File: config.mk
export PLATFORM = sky130hd
export DESIGN_NAME = wdt_prescaled_timer
export DESIGN_NICKNAME = d
export VERILOG_FILES = /design/src/rtl/wdt_pkg.sv /design/src/rtl/wdt_edge_sync.sv /design/src/rtl/wdt_prescale.sv /design/src/rtl/wdt_count_core.sv /design/src/rtl/wdt_prescaled_timer.sv
export SDC_FILE = /design/constraint.sdc
export NUM_CORES = 1
export LEC_CHECK = 0
export ABC_CLOCK_PERIOD_IN_PS = 4900
export BUFFER_PORTS_ARGS = -buffer_cell sky130_fd_sc_hd__clkbuf_2
export CORE_MARGIN = 5
export CORE_UTILIZATION = 40
export CTS_CLUSTER_SIZE = 16
export DETAILED_ROUTE_END_ITERATION = 6
export SYNTH_ARGS = -nofsm -noshare
export SYNTH_HDL_FRONTEND = slang
export SYNTH_SLANG_ARGS = --single-unit
File: constraint.sdc
create_clock -name clk -period 4.9 [get_ports clk]
set_input_delay 0.245 -clock clk [delete_from_list [all_inputs] [get_ports clk]]
set_output_delay 0.245 -clock clk [all_outputs]
set_load 0.01 [all_outputs]
File: src/rtl/wdt_pkg.sv
package wdt_pkg;
  localparam int SRC_N  = 3;
  localparam int CODE_W = 3;
  localparam int CTRL_W = SRC_N + CODE_W;

  typedef enum logic [1:0] {
    REG_LIMIT  = 2'd0,
    REG_ENABLE = 2'd1,
    REG_COUNT  = 2'd2,
    REG_CTRL   = 2'd3
  } wdt_reg_e;

  typedef struct packed {
    logic [CODE_W-1:0] div_code;
    logic [SRC_N-1:0]  src_sel;
  } wdt_ctrl_t;
endpackage

File: src/rtl/wdt_edge_sync.sv
module wdt_edge_sync #(
  parameter int N = 2
) (
  input  logic         clk,
  input  logic         rst,
  input  logic [N-1:0] raw,
  output logic [N-1:0] pulse
);
  for (genvar i = 0; i < N; i++) begin : g_lane
    logic [2:0] shr;
    always_ff @(posedge clk) begin
      if (rst) shr <= '0;
      else     shr <= {shr[1:0], raw[i]};
    end
    assign pulse[i] = shr[1] & ~shr[2];
  end
endmodule

File: src/rtl/wdt_prescale.sv
module wdt_prescale #(
  parameter int STAGES = 5,
  parameter int CODE_W = 3
) (
  input  logic              clk,
  input  logic              rst,
  input  logic              run,
  input  logic              restart,
  input  logic              src_tick,
  input  logic [CODE_W-1:0] code,
  output logic              tick
);
  localparam int CW = 2 * STAGES;

  logic [CW-1:0] pcnt;
  logic [CW-1:0] limit;
  logic [CW:0]   span;
  int unsigned   stage;

  always_comb begin
    stage = (int'(code) > STAGES) ? STAGES : int'(code);
    span  = (CW+1)'(1) << (2 * stage);
    limit = span[CW-1:0] - 1'b1;
  end

  assign tick = run && src_tick && (pcnt == limit);

  always_ff @(posedge clk) begin
    if (rst || !run || restart) pcnt <= '0;
    else if (src_tick)           pcnt <= (pcnt == limit) ? '0 : pcnt + 1'b1;
  end
endmodule

File: src/rtl/wdt_count_core.sv
module wdt_count_core #(
  parameter int W = 16
) (
  input  logic         clk,
  input  logic         rst,
  input  logic         tick,
  input  logic         clear,
  input  logic [W-1:0] limit,
  output logic [W-1:0] count,
  output logic         req
);
  always_ff @(posedge clk) begin
    if (rst) begin
      count <= '0;
      req   <= 1'b0;
    end else if (!req) begin
      if (clear)                        count <= '0;
      else if (tick && count == limit)  req   <= 1'b1;
      else if (tick)                    count <= count + 1'b1;
    end
  end
endmodule

File: src/rtl/wdt_prescaled_timer.sv
module wdt_prescaled_timer
  import wdt_pkg::*;
#(
  parameter int DATA_W     = 16,
  parameter int ADDR_W     = 4,
  parameter int PRE_STAGES = 5
) (
  input  logic                clk,
  input  logic                rst,
  input  logic [ADDR_W-1:0]   bus_addr,
  input  logic [DATA_W-1:0]   bus_wdata,
  input  logic [DATA_W/8-1:0] bus_strb,
  input  logic                bus_we,
  output logic [DATA_W-1:0]   bus_rdata,
  input  logic                rtc_clk_in,
  input  logic                ext_clk_in,
  output logic                wdt_rst_req
);
  localparam int STRB_W = DATA_W / 8;

  logic [DATA_W-1:0] limit_q;
  logic              en_q;
  wdt_ctrl_t         ctrl_q;
  logic [DATA_W-1:0] count_w;
  logic [1:0]        slow_pulse;
  logic [SRC_N-1:0]  src_sel_w;
  logic              aligned;
  wdt_reg_e          sel;
  logic              wr_limit, wr_en, wr_ctrl, cnt_clr;
  logic              src_tick, pre_tick;

  assign aligned   = (bus_addr[1:0] == 2'b00);
  assign sel       = wdt_reg_e'(bus_addr[3:2]);
  assign wr_limit  = bus_we && aligned && sel == REG_LIMIT;
  assign wr_en     = bus_we && aligned && sel == REG_ENABLE && bus_strb[0];
  assign wr_ctrl   = bus_we && aligned && sel == REG_CTRL && bus_strb[0];
  assign cnt_clr   = bus_we && aligned && sel == REG_COUNT && (|bus_strb);
  assign src_sel_w = ctrl_q.src_sel;

  always_ff @(posedge clk) begin
    if (rst) begin
      limit_q <= '1;
      en_q    <= 1'b0;
      ctrl_q  <= '0;
    end else begin
      for (int b = 0; b < STRB_W; b++)
        if (wr_limit && bus_strb[b]) limit_q[8*b +: 8] <= bus_wdata[8*b +: 8];
      if (wr_en)   en_q   <= bus_wdata[0];
      if (wr_ctrl) ctrl_q <= wdt_ctrl_t'(bus_wdata[CTRL_W-1:0]);
    end
  end

  wdt_edge_sync #(.N(2)) u_sync (
    .clk(clk), .rst(rst),
    .raw({ext_clk_in, rtc_clk_in}),
    .pulse(slow_pulse)
  );

  assign src_tick = |(ctrl_q.src_sel & {slow_pulse, 1'b1});

  wdt_prescale #(.STAGES(PRE_STAGES), .CODE_W(CODE_W)) u_pre (
    .clk(clk), .rst(rst), .run(en_q), .restart(wr_ctrl),
    .src_tick(src_tick), .code(ctrl_q.div_code), .tick(pre_tick)
  );

  wdt_count_core #(.W(DATA_W)) u_core (
    .clk(clk), .rst(rst), .tick(pre_tick), .clear(cnt_clr),
    .limit(limit_q), .count(count_w), .req(wdt_rst_req)
  );

  always_ff @(posedge clk) begin
    if (rst) bus_rdata <= '0;
    else begin
      unique case (sel)
        REG_LIMIT:  bus_rdata <= limit_q;
        REG_ENABLE: bus_rdata <= DATA_W'(en_q);
        REG_COUNT:  bus_rdata <= count_w;
        REG_CTRL:   bus_rdata <= DATA_W'(ctrl_q);
        default:    bus_rdata <= '0;
      endcase
    end
  end
endmodule

==> results.sh, run 1 <==
export IMPL_outcome="completed"
export IMPL_switchingPower_uw=301
export IMPL_worst_endpoint_arrival_ns=3.39
export IMPL_ys_seq_area_share_pct=42.9
export IMPL_ys_ff_latch=72
export IMPL_routedWlPerCell_um=15.0
export IMPL_synth_edf_count=0
export IMPL_synth_nets=409
export IMPL_cts_made_buffers=9
export IMPL_p_leak_uw=0.00168
export IMPL_crit_fanout=23
export IMPL_htree_levels=3
export IMPL_post_route_util_pct=46.5
export IMPL_dieArea_mm2=0.0103
export IMPL_root_buffer="clkbuf_8"
export IMPL_peakVddDrop_mv=0.171
export IMPL_ys_types=46
export IMPL_cap_violations=0
export IMPL_die_w_um=102
export IMPL_tritoncts="built"
export IMPL_cts_setup_buffers=0
export IMPL_setup_viol=0
export IMPL_min_path_type="in -> reg"
export IMPL_p_total_uw=1250
export IMPL_holdBufCountCts=0
export IMPL_ios=44
export IMPL_gp_congestion=0.767
export IMPL_synth_top_area_share_pct=42.9
export IMPL_fillers=808
export IMPL_port_buffers=43
export IMPL_start_util_pct=40.9
export IMPL_cp_required_ns=5.13
export IMPL_antenna_cells=0
export IMPL_p_int_uw=950
export IMPL_netlist_instances=379
export IMPL_post_route_period_util_pct=64.3
export IMPL_switching_share_pct=24.0
export IMPL_yosys_top_cells_area="dfxtp_1, nand2_1, xor2_1, mux2i_1, nor2_1"
export IMPL_grt_max_degree=42
export IMPL_pwr_share_seq_pct=50.6
export IMPL_grt_overflow_total=0
export IMPL_skew_ns=0.00554
export IMPL_dp_hpwl_um=5540
export IMPL_tns_ns=0
export IMPL_worst_slew_pin_transition_ns=0.765
export IMPL_coreArea_mm2=0.00822
export IMPL_cts_clk_slew_worst_paths_ns=0.08
export IMPL_syn_to_final_growth_pct=13.7
export IMPL_drc=0
export IMPL_rsz0062_at_grt="no"
export IMPL_synth_most_common_cell="dfxtp_1"
export IMPL_dr_total_vias=2769
export IMPL_synth_area_per_cell_um2=8.87
export IMPL_p_clk_share_pct=42.0
export IMPL_max_freq_ghz=0.317
export IMPL_drv_slew=0
export IMPL_cp_end_kind="flip-flop"
export IMPL_worstSetupStartpointType="flip-flop"
export IMPL_hold_viol=0
export IMPL_crit_type="reg -> reg"
export IMPL_routed_wl_um=7800
export IMPL_antenna_found_initial=0
export IMPL_grt_pass1_wl_um=13000
export IMPL_grt_pass1_vias=2641
export IMPL_ctsResizeCount=0
export IMPL_firstDrtPassIters=4
export IMPL_synth_warnings=0
export IMPL_power_density_mw_per_mm2=327
export IMPL_clk_latency_ns=0.34
export IMPL_synth_largest_area_cell="dfxtp_1"
export IMPL_yosys_most_used_dff="dfxtp_1"
export IMPL_clock_sinks=72
export IMPL_syn_area_mm2=0.00336
export IMPL_min_period_ns=3.15
export IMPL_grt_use_total_pct=16.1
export IMPL_fin_nets=439
export IMPL_drive_gt1_share_pct=17.9
export IMPL_rows=33
export IMPL_maxSlewHeadroom_pct=49.0
export IMPL_die_y_um=102
export IMPL_power_frac_comb_pct=7.4
export IMPL_detail_route_antenna_nets=0
export IMPL_drtIter0Drc=128
export IMPL_synthArstFlopShare_pct=0
export IMPL_ys_top_cells_by_count="dfxtp_1, nand2_1, nor2_1"
export IMPL_clk_path_buf_depth=2
export IMPL_viasPerCell=5.34
-- cell usage in the layout (no fill, tap or decap), types with 3 or more instances in the layout --
cell type / n
xnor2_1: 9
ha_1: 3
a21o_1: 8
o211ai_1: 5
a22oi_1: 5
or4_1: 4
o21ai_0: 4
nor2b_1: 7
nand2_1: 52
mux2i_1: 17
dfxtp_1: 72
nor3_1: 6
nand3_1: 18
nand4_1: 6
nor4_1: 5
mux2_2: 5
nand3b_1: 16
clkbuf_2: 43
clkbuf_8: 10
inv_1: 4
a21oi_1: 6
xor2_1: 21
o41ai_1: 8
and3_1: 7
or2_2: 3
nor2_1: 42
-- logic make-up (layout without fill, tap and decap cells) --
logic type | Yosys count | count (layout) | synth area share [%]
AND/OR/NAND/NOR | 182 | 182 | 28.1
AO/OA/AOI/OAI | 41 | 41 | 9.00
adder cells (fa/ha/maj) | 3 | 3 | 1.12
flip-flops | 72 | 72 | 42.9
buffers and inverters | 28 | 63 | 3.68
XOR/XNOR | 30 | 30 | 7.81
multiplexers | 23 | 23 | 7.40
-- power by group through the flow --
stage	Clock [uW]	Sequential (uW)	Combinational [uW]
6_report	526	632	92.4
5_1_grt	560	636	104
4_1_cts	533	632	93.7
3_5_place_dp	0	646	92.5
3_3_place_gp	0	645	92.0
2_1_floorplan	0	633	71.5
-- worst paths after layout --
path | depth (start not counted) | startpoint | slack, ns | to
hold / removal | 2 | ext_clk_in | 0.11 | u_sync.g_lane[1].shr[0]$_SDFF_PP0_
setup / recovery | 8 | ctrl_q[5]$_SDFFE_PP0P_ | 1.75 | u_core.count[2]$_SDFFE_PP0P_
hold reg to reg | 1 | u_sync.g_lane[1].shr[0]$_SDFF_PP0_ | 0.45 | u_sync.g_lane[1].shr[1]$_SDFF_PP0_
setup reg to reg | 8 | ctrl_q[5]$_SDFFE_PP0P_ | 1.75 | u_core.count[2]$_SDFFE_PP0P_
-- sequential cells by signal, indices dropped and copies added, names as in the netlist --
signal,cells
bus_rdata,16
ctrl_q,3
en_q,1
limit_q,16
src_sel_w,3
u_core.count,16
u_core.req,1
u_pre.pcnt,10
u_sync.g_lane.shr,6
-- critical path, stage by stage (launching register included) --
cell and delay (ns):
dfxtp_1 0.40, or3_2 0.54, ha_1 0.32, xor2_1 0.17, o211ai_1 0.15, nor4b_2 0.30
nand3_2 0.37, and2_1 0.45, a211o_1 0.34
-- stage by stage --
| step | instances | hold slack (ns) | instance area, um^2 | worst slack (ns) |
|---|---|---|---|---|
| final | 519 | 0.112 | 3820 | 1.75 |
| after global routing | 519 | 0.113 | 3820 | 1.55 |
| after CTS | 519 | 0.107 | 3820 | 1.74 |
| after detailed placement | 503 | 0.428 | 3600 | 1.78 |
| after global placement | 503 | 0.422 | 3600 | 1.86 |
| after floorplan | 379 | 0.369 | 3360 | 2.29 |
-- final cells by class --
type,count,area [um^2],share of cell area [%]
timing repair buffer,43,215,5.63
clock inverter,5,80.1,2.09
clock buffer,11,141,3.70
sequential,72,1440,37.7
inverter,4,15.0,0.393
multi-input combinational,279,1800,47.0
tap,105,131,3.44
-- routing by layer --
metal | share of wire (%) | GRT usage [%] | vias to the layer above
met3 | 4.1 | 3.93 | 7
li1 | - | - | 1387
met1 | 50 | 22.5 | 1312
met5 | 0 | 0 | -
met4 | 1.1 | 5.32 | 0
met2 | 45 | 24.2 | 63
No activity file was read; power rests on OpenSTA's default activity.
==> inputs of run 2 (changes only) <==
--- a/config.mk
+++ b/config.mk
@@ -5,7 +5,7 @@
 export SDC_FILE = /design/constraint.sdc
 export NUM_CORES = 1
 export LEC_CHECK = 0
-export ABC_CLOCK_PERIOD_IN_PS = 4900
+export ABC_CLOCK_PERIOD_IN_PS = 3000
 export BUFFER_PORTS_ARGS = -buffer_cell sky130_fd_sc_hd__clkbuf_2
 export CORE_MARGIN = 5
 export CORE_UTILIZATION = 40
==> constraint.sdc (replaced) <==
create_clock -name clk -period 3 [get_ports clk]
set_input_delay 0.15 -clock clk [delete_from_list [all_inputs] [get_ports clk]]
set_output_delay 0.15 -clock clk [all_outputs]
set_load 0.01 [all_outputs]
==> results.sh, run 2 (synthesis results as in run 1) <==
export IMPL_ios=44
export IMPL_worstSetupStartpointType="flip-flop"
export IMPL_grt_pass1_wl_um=13000
export IMPL_min_from="bus_wdata[12]"
export IMPL_worst_slew_pin_transition_ns=0.755
export IMPL_drv_slew=0
export IMPL_slowest_stage="or3b_2"
export IMPL_routedWlPerCell_um=14.6
export IMPL_viasPerCell=5.29
export IMPL_tns_ns=0
export IMPL_worst_endpoint_arrival_ns=3.14
export IMPL_reg2reg_from="ctrl_q[3]$_SDFFE_PP0P_"
export IMPL_post_route_period_util_pct=94.8
export IMPL_htree_levels=3
export IMPL_antenna_found_initial=0
export IMPL_cts_clk_slew_worst_paths_ns=0.08
export IMPL_ff2ff_setup_slack_ns=0.16
export IMPL_detail_route_antenna_nets=0
export IMPL_routed_wl_um=7760
export IMPL_drc=0
export IMPL_drive_gt1_share_pct=18.7
export IMPL_dp_hpwl_um=5610
export IMPL_hold_viol=0
export IMPL_cp_required_ns=3.29
export IMPL_cts_made_buffers=9
export IMPL_clock_sinks=72
export IMPL_tritoncts="built"
export IMPL_layout_commonest_cell="dfxtp_1"
export IMPL_min_path_cells=3
export IMPL_fin_nets=453
export IMPL_dieArea_mm2=0.0103
export IMPL_p_leak_uw=0.00176
export IMPL_drtIter0Drc=168
export IMPL_cp_end_kind="flip-flop"
export IMPL_dr_total_vias=2820
export IMPL_start_util_pct=40.9
export IMPL_maxSlewHeadroom_pct=49.5
export IMPL_grt_pass1_vias=2648
export IMPL_timing_rr_end="u_core.count[12]$_SDFFE_PP0P_"
export IMPL_crit_fanout=17
export IMPL_reg2reg_depth=9
export IMPL_rows=33
export IMPL_min_period_ns=2.84
export IMPL_grt_max_degree=37
export IMPL_whs_endpoint="limit_q[12]$_SDFFE_PP1P_"
export IMPL_port_buffers=43
export IMPL_crit_type="reg -> reg"
export IMPL_root_buffer="clkbuf_8"
export IMPL_coreArea_mm2=0.00822
export IMPL_setup_viol=0
export IMPL_reg_top3="bus_rdata (16), limit_q (16), u_core.count (16)"
export IMPL_path_cells="or3b_2 -> ha_1 -> xor2_1 -> o211ai_1 -> nor4b_2 -> nand3_2 -> buf_12 -> or4_1 -> nand2_1"
export IMPL_rsz0062_at_grt="no"
export IMPL_syn_to_final_growth_pct=18.1
export IMPL_power_density_mw_per_mm2=523
export IMPL_clk_latency_ns=0.35
export IMPL_slowest_delay_ns=0.47
export IMPL_p_total_uw=2080
export IMPL_cap_violations=0
export IMPL_peakVddDrop_mv=0.350
export IMPL_clk_path_buf_depth=2
export IMPL_grt_use_total_pct=16.1
export IMPL_max_freq_ghz=0.352
export IMPL_die_w_um=102
export IMPL_grt_overflow_total=0
export IMPL_skew_ns=0.00834
export IMPL_die_y_um=102
export IMPL_min_path_type="in -> reg"
export IMPL_gp_congestion=0.784
export IMPL_layout_common_cells="dfxtp_1, nand2_1, clkbuf_2, nor2_1, xor2_1"
export IMPL_antenna_cells=0
export IMPL_outcome="completed"
export IMPL_firstDrtPassIters=5
-- run 2: stage by stage --
stage          setup WS, ns  cells  hold slack (ns)  area [um^2]  util, %
2_1_floorplan         0.389    379            0.274         3360        -
6_report              0.155    533           0.0267         3970     48.3
5_1_grt              0.0156    533           0.0219         3970     48.3
3_3_place_gp          0.222    508            0.358         3650     44.4
4_1_cts               0.147    533          0.00791         3970     48.3
3_5_place_dp          0.177    508            0.364         3650     44.4
-- run 2: per-layer routing --
| layer | global-route usage (%) | share of wire, % |
|---|---|---|
| met5 | 0 | 0 |
| met4 | 6.75 | 1.7 |
| met3 | 3.24 | 4.0 |
| met2 | 23.5 | 44 |
| met1 | 23.0 | 50 |
-- run 2: report_power, final --
group          internal [uW]  switching, uW  total, uW
clock network            512            370        883
registers                990           43.5       1030
logic                   81.2           80.4        162
total                   1580            494       2080
-- run 2: worst max-delay path by stage --
stage | start | end | cells past startpoint
after floorplan | ctrl_q[5]$_SDFFE_PP0P_ | u_core.count[3]$_SDFFE_PP0P_ | 10
final | ctrl_q[3]$_SDFFE_PP0P_ | u_core.count[12]$_SDFFE_PP0P_ | 9
after detailed placement | ctrl_q[3]$_SDFFE_PP0P_ | u_core.count[3]$_SDFFE_PP0P_ | 9
after CTS | ctrl_q[3]$_SDFFE_PP0P_ | u_core.count[3]$_SDFFE_PP0P_ | 9
after global placement | ctrl_q[3]$_SDFFE_PP0P_ | u_core.count[3]$_SDFFE_PP0P_ | 9
after global routing | ctrl_q[3]$_SDFFE_PP0P_ | u_core.count[3]$_SDFFE_PP0P_ | 9
-- run 2: layout make-up --
| type | instances | area (um^2) |
|---|---|---|
| fill | 793 | 4250 |
| multi-input combinational | 279 | 1800 |
| sequential | 72 | 1440 |
| timing repair buffer | 57 | 355 |
| clock buffer | 11 | 151 |
| tap | 105 | 131 |
| clock inverter | 5 | 78.8 |
| inverter | 4 | 15.0 |
-- run 2: repair_timing --
item                                   in CTS  in global routing
endpoints found under the hold margin       9                  0
hold buffers                                9                  0
buffers inserted                            0                  0
gates resized for setup                     0                  0
-- run 2: worst max-delay path, delay by kind of cell (launching register included) --
| family | cells | cell delay [ns] |
|---|---|---|
| flops | 1 | 0.44 |
| fa+ha+maj | 1 | 0.30 |
| xor+xnor | 1 | 0.14 |
| buf+inv | 1 | 0.23 |
| compound gates | 1 | 0.14 |
| simple gates | 5 | 1.52 |
==> inputs of run 3 (changes only) <==
--- a/config.mk
+++ b/config.mk
@@ -8,9 +8,11 @@
 export ABC_CLOCK_PERIOD_IN_PS = 3000
 export BUFFER_PORTS_ARGS = -buffer_cell sky130_fd_sc_hd__clkbuf_2
 export CORE_MARGIN = 5
-export CORE_UTILIZATION = 40
+export CORE_UTILIZATION = 57
+export CTS_CLUSTER_DIAMETER = 150
 export CTS_CLUSTER_SIZE = 16
 export DETAILED_ROUTE_END_ITERATION = 6
+export PLACE_DENSITY = 0.79
 export SYNTH_ARGS = -nofsm -noshare
 export SYNTH_HDL_FRONTEND = slang
 export SYNTH_SLANG_ARGS = --single-unit
==> results.sh, run 3 (synthesis results as in run 1) <==
export IMPL_tns_ns=0
export IMPL_rows=28
export IMPL_final_area_mm2=0.00382
export IMPL_clk_path_buf_depth=2
export IMPL_clock_sinks=72
export IMPL_skew_ns=0.00579
export IMPL_p_leak_uw=0.00170
export IMPL_root_buffer="clkbuf_8"
export IMPL_layout_commonest_cell="dfxtp_1"
export IMPL_min_period_ns=2.84
export IMPL_dr_total_vias=2825
export IMPL_cp_end_kind="flip-flop"
export IMPL_drv_slew=0
export IMPL_maxSlewHeadroom_pct=49.9
export IMPL_grt_pass1_wl_um=12400
export IMPL_start_util_pct=57.8
export IMPL_layout_cells_non_filler=496
export IMPL_cp_required_ns=3.30
export IMPL_worst_endpoint_arrival_ns=3.14
export IMPL_routedWlPerCell_um=15.1
export IMPL_drtIter0Drc=240
export IMPL_grt_overflow_total=0
export IMPL_hold_viol=0
export IMPL_min_path_type="in -> reg"
export IMPL_grt_pass1_vias=2607
export IMPL_cts_setup_buffers=0
export IMPL_syn_to_final_growth_pct=13.5
export IMPL_post_route_period_util_pct=94.7
export IMPL_reg_top3="bus_rdata (16), limit_q (16), u_core.count (16)"
export IMPL_detail_route_antenna_nets=0
export IMPL_cts_clk_slew_worst_paths_ns=0.08
export IMPL_viasPerCell=5.70
export IMPL_crit_fanout=13
export IMPL_cap_violations=0
export IMPL_outcome="completed"
export IMPL_setup_viol=0
export IMPL_dp_hpwl_um=5370
export IMPL_worst_slew_pin_transition_ns=0.749
export IMPL_tritoncts="built"
export IMPL_rsz0062_at_grt="no"
export IMPL_coreArea_mm2=0.00582
export IMPL_placed_cells=477
export IMPL_die_w_um=86.8
export IMPL_placed_area_mm2=0.00359
export IMPL_layout_common_cells="dfxtp_1, nand2_1, clkbuf_2, nor2_1, xor2_1"
export IMPL_grt_use_total_pct=21.3
export IMPL_drive_gt1_share_pct=18.5
export IMPL_crit_type="reg -> reg"
export IMPL_power_density_mw_per_mm2=506
export IMPL_routed_wl_um=7480
export IMPL_dieArea_mm2=0.00754
export IMPL_port_buffers=43
export IMPL_htree_levels=3
export IMPL_peakVddDrop_mv=0.333
export IMPL_max_freq_ghz=0.352
export IMPL_antenna_found_initial=0
export IMPL_grt_max_degree=42
export IMPL_worstSetupStartpointType="flip-flop"
export IMPL_firstDrtPassIters=5
export IMPL_cts_made_buffers=9
export IMPL_hold_ws_ns=0.00686
export IMPL_ios=44
export IMPL_gp_congestion=0.810
export IMPL_drc=0
export IMPL_antenna_cells=0
export IMPL_p_total_uw=1930
export IMPL_fin_nets=447
export IMPL_clk_latency_ns=0.36
export IMPL_ctsResizeCount=0
export IMPL_die_y_um=86.8
-- run 3: metal layers --
layer | share of wire [%] | up-vias | GRT usage, %
met5 | 0 | - | 0
met2 | 46 | 75 | 32.0
met3 | 5.8 | 12 | 4.75
met1 | 45 | 1335 | 28.8
li1 | - | 1403 | -
met4 | 2.4 | 0 | 10.2
-- run 3: cell type report --
| class | instances | area (um^2) |
|---|---|---|
| clock buffers | 9 | 124 |
| clock inverters | 6 | 61.3 |
| fillers | 495 | 2000 |
| inverters | 4 | 15.0 |
| multi-input cells | 279 | 1800 |
| flip-flops and latches | 72 | 1440 |
| well taps | 75 | 93.8 |
| repair buffers | 51 | 285 |
-- run 3: what timing repair did --
item	4_1_cts	5_1_grt
hold buffers	4	0
endpoints found under the hold margin	4	0
endpoints found under the setup margin	0	0
-- run 3: path summary, 6_finish.rpt --
path | start | end | slack, ns | depth (start not counted)
setup / recovery | ctrl_q[5]$_SDFFE_PP0P_ | u_core.count[12]$_SDFFE_PP0P_ | 0.16 | 9
hold / removal | bus_wdata[12] | limit_q[12]$_SDFFE_PP1P_ | 0.007 | 3
setup reg to reg | ctrl_q[5]$_SDFFE_PP0P_ | u_core.count[12]$_SDFFE_PP0P_ | 0.16 | 9
hold reg to reg | u_sync.g_lane[0].shr[0]$_SDFF_PP0_ | u_sync.g_lane[0].shr[1]$_SDFF_PP0_ | 0.44 | 1
-- run 3: metrics by stage --
step	util (%)	setup WS [ns]
6_report	65.7	0.160
5_1_grt	65.7	0.0533
4_1_cts	65.7	0.185
3_5_place_dp	61.8	0.229
3_3_place_gp	61.8	0.320
2_1_floorplan	-	0.389
-- run 3: power by group --
group / internal [uW] / leakage (uW) / switching (uW)
logic: 76.1 / 0.00102 / 78.5
clock network: 376 / 0.0000948 / 369
registers: 990 / 0.000586 / 42.4
total: 1440 / 0.00170 / 490
-- run 3: critical path: stages (launching register included) --
cell      delay, ns
dfxtp_1        0.40
or3_2          0.56
ha_1           0.32
xor2_1         0.15
o211ai_1       0.16
nor4b_2        0.32
nand3_2        0.12
buf_4          0.21
or4_1          0.47
nand2_1        0.08
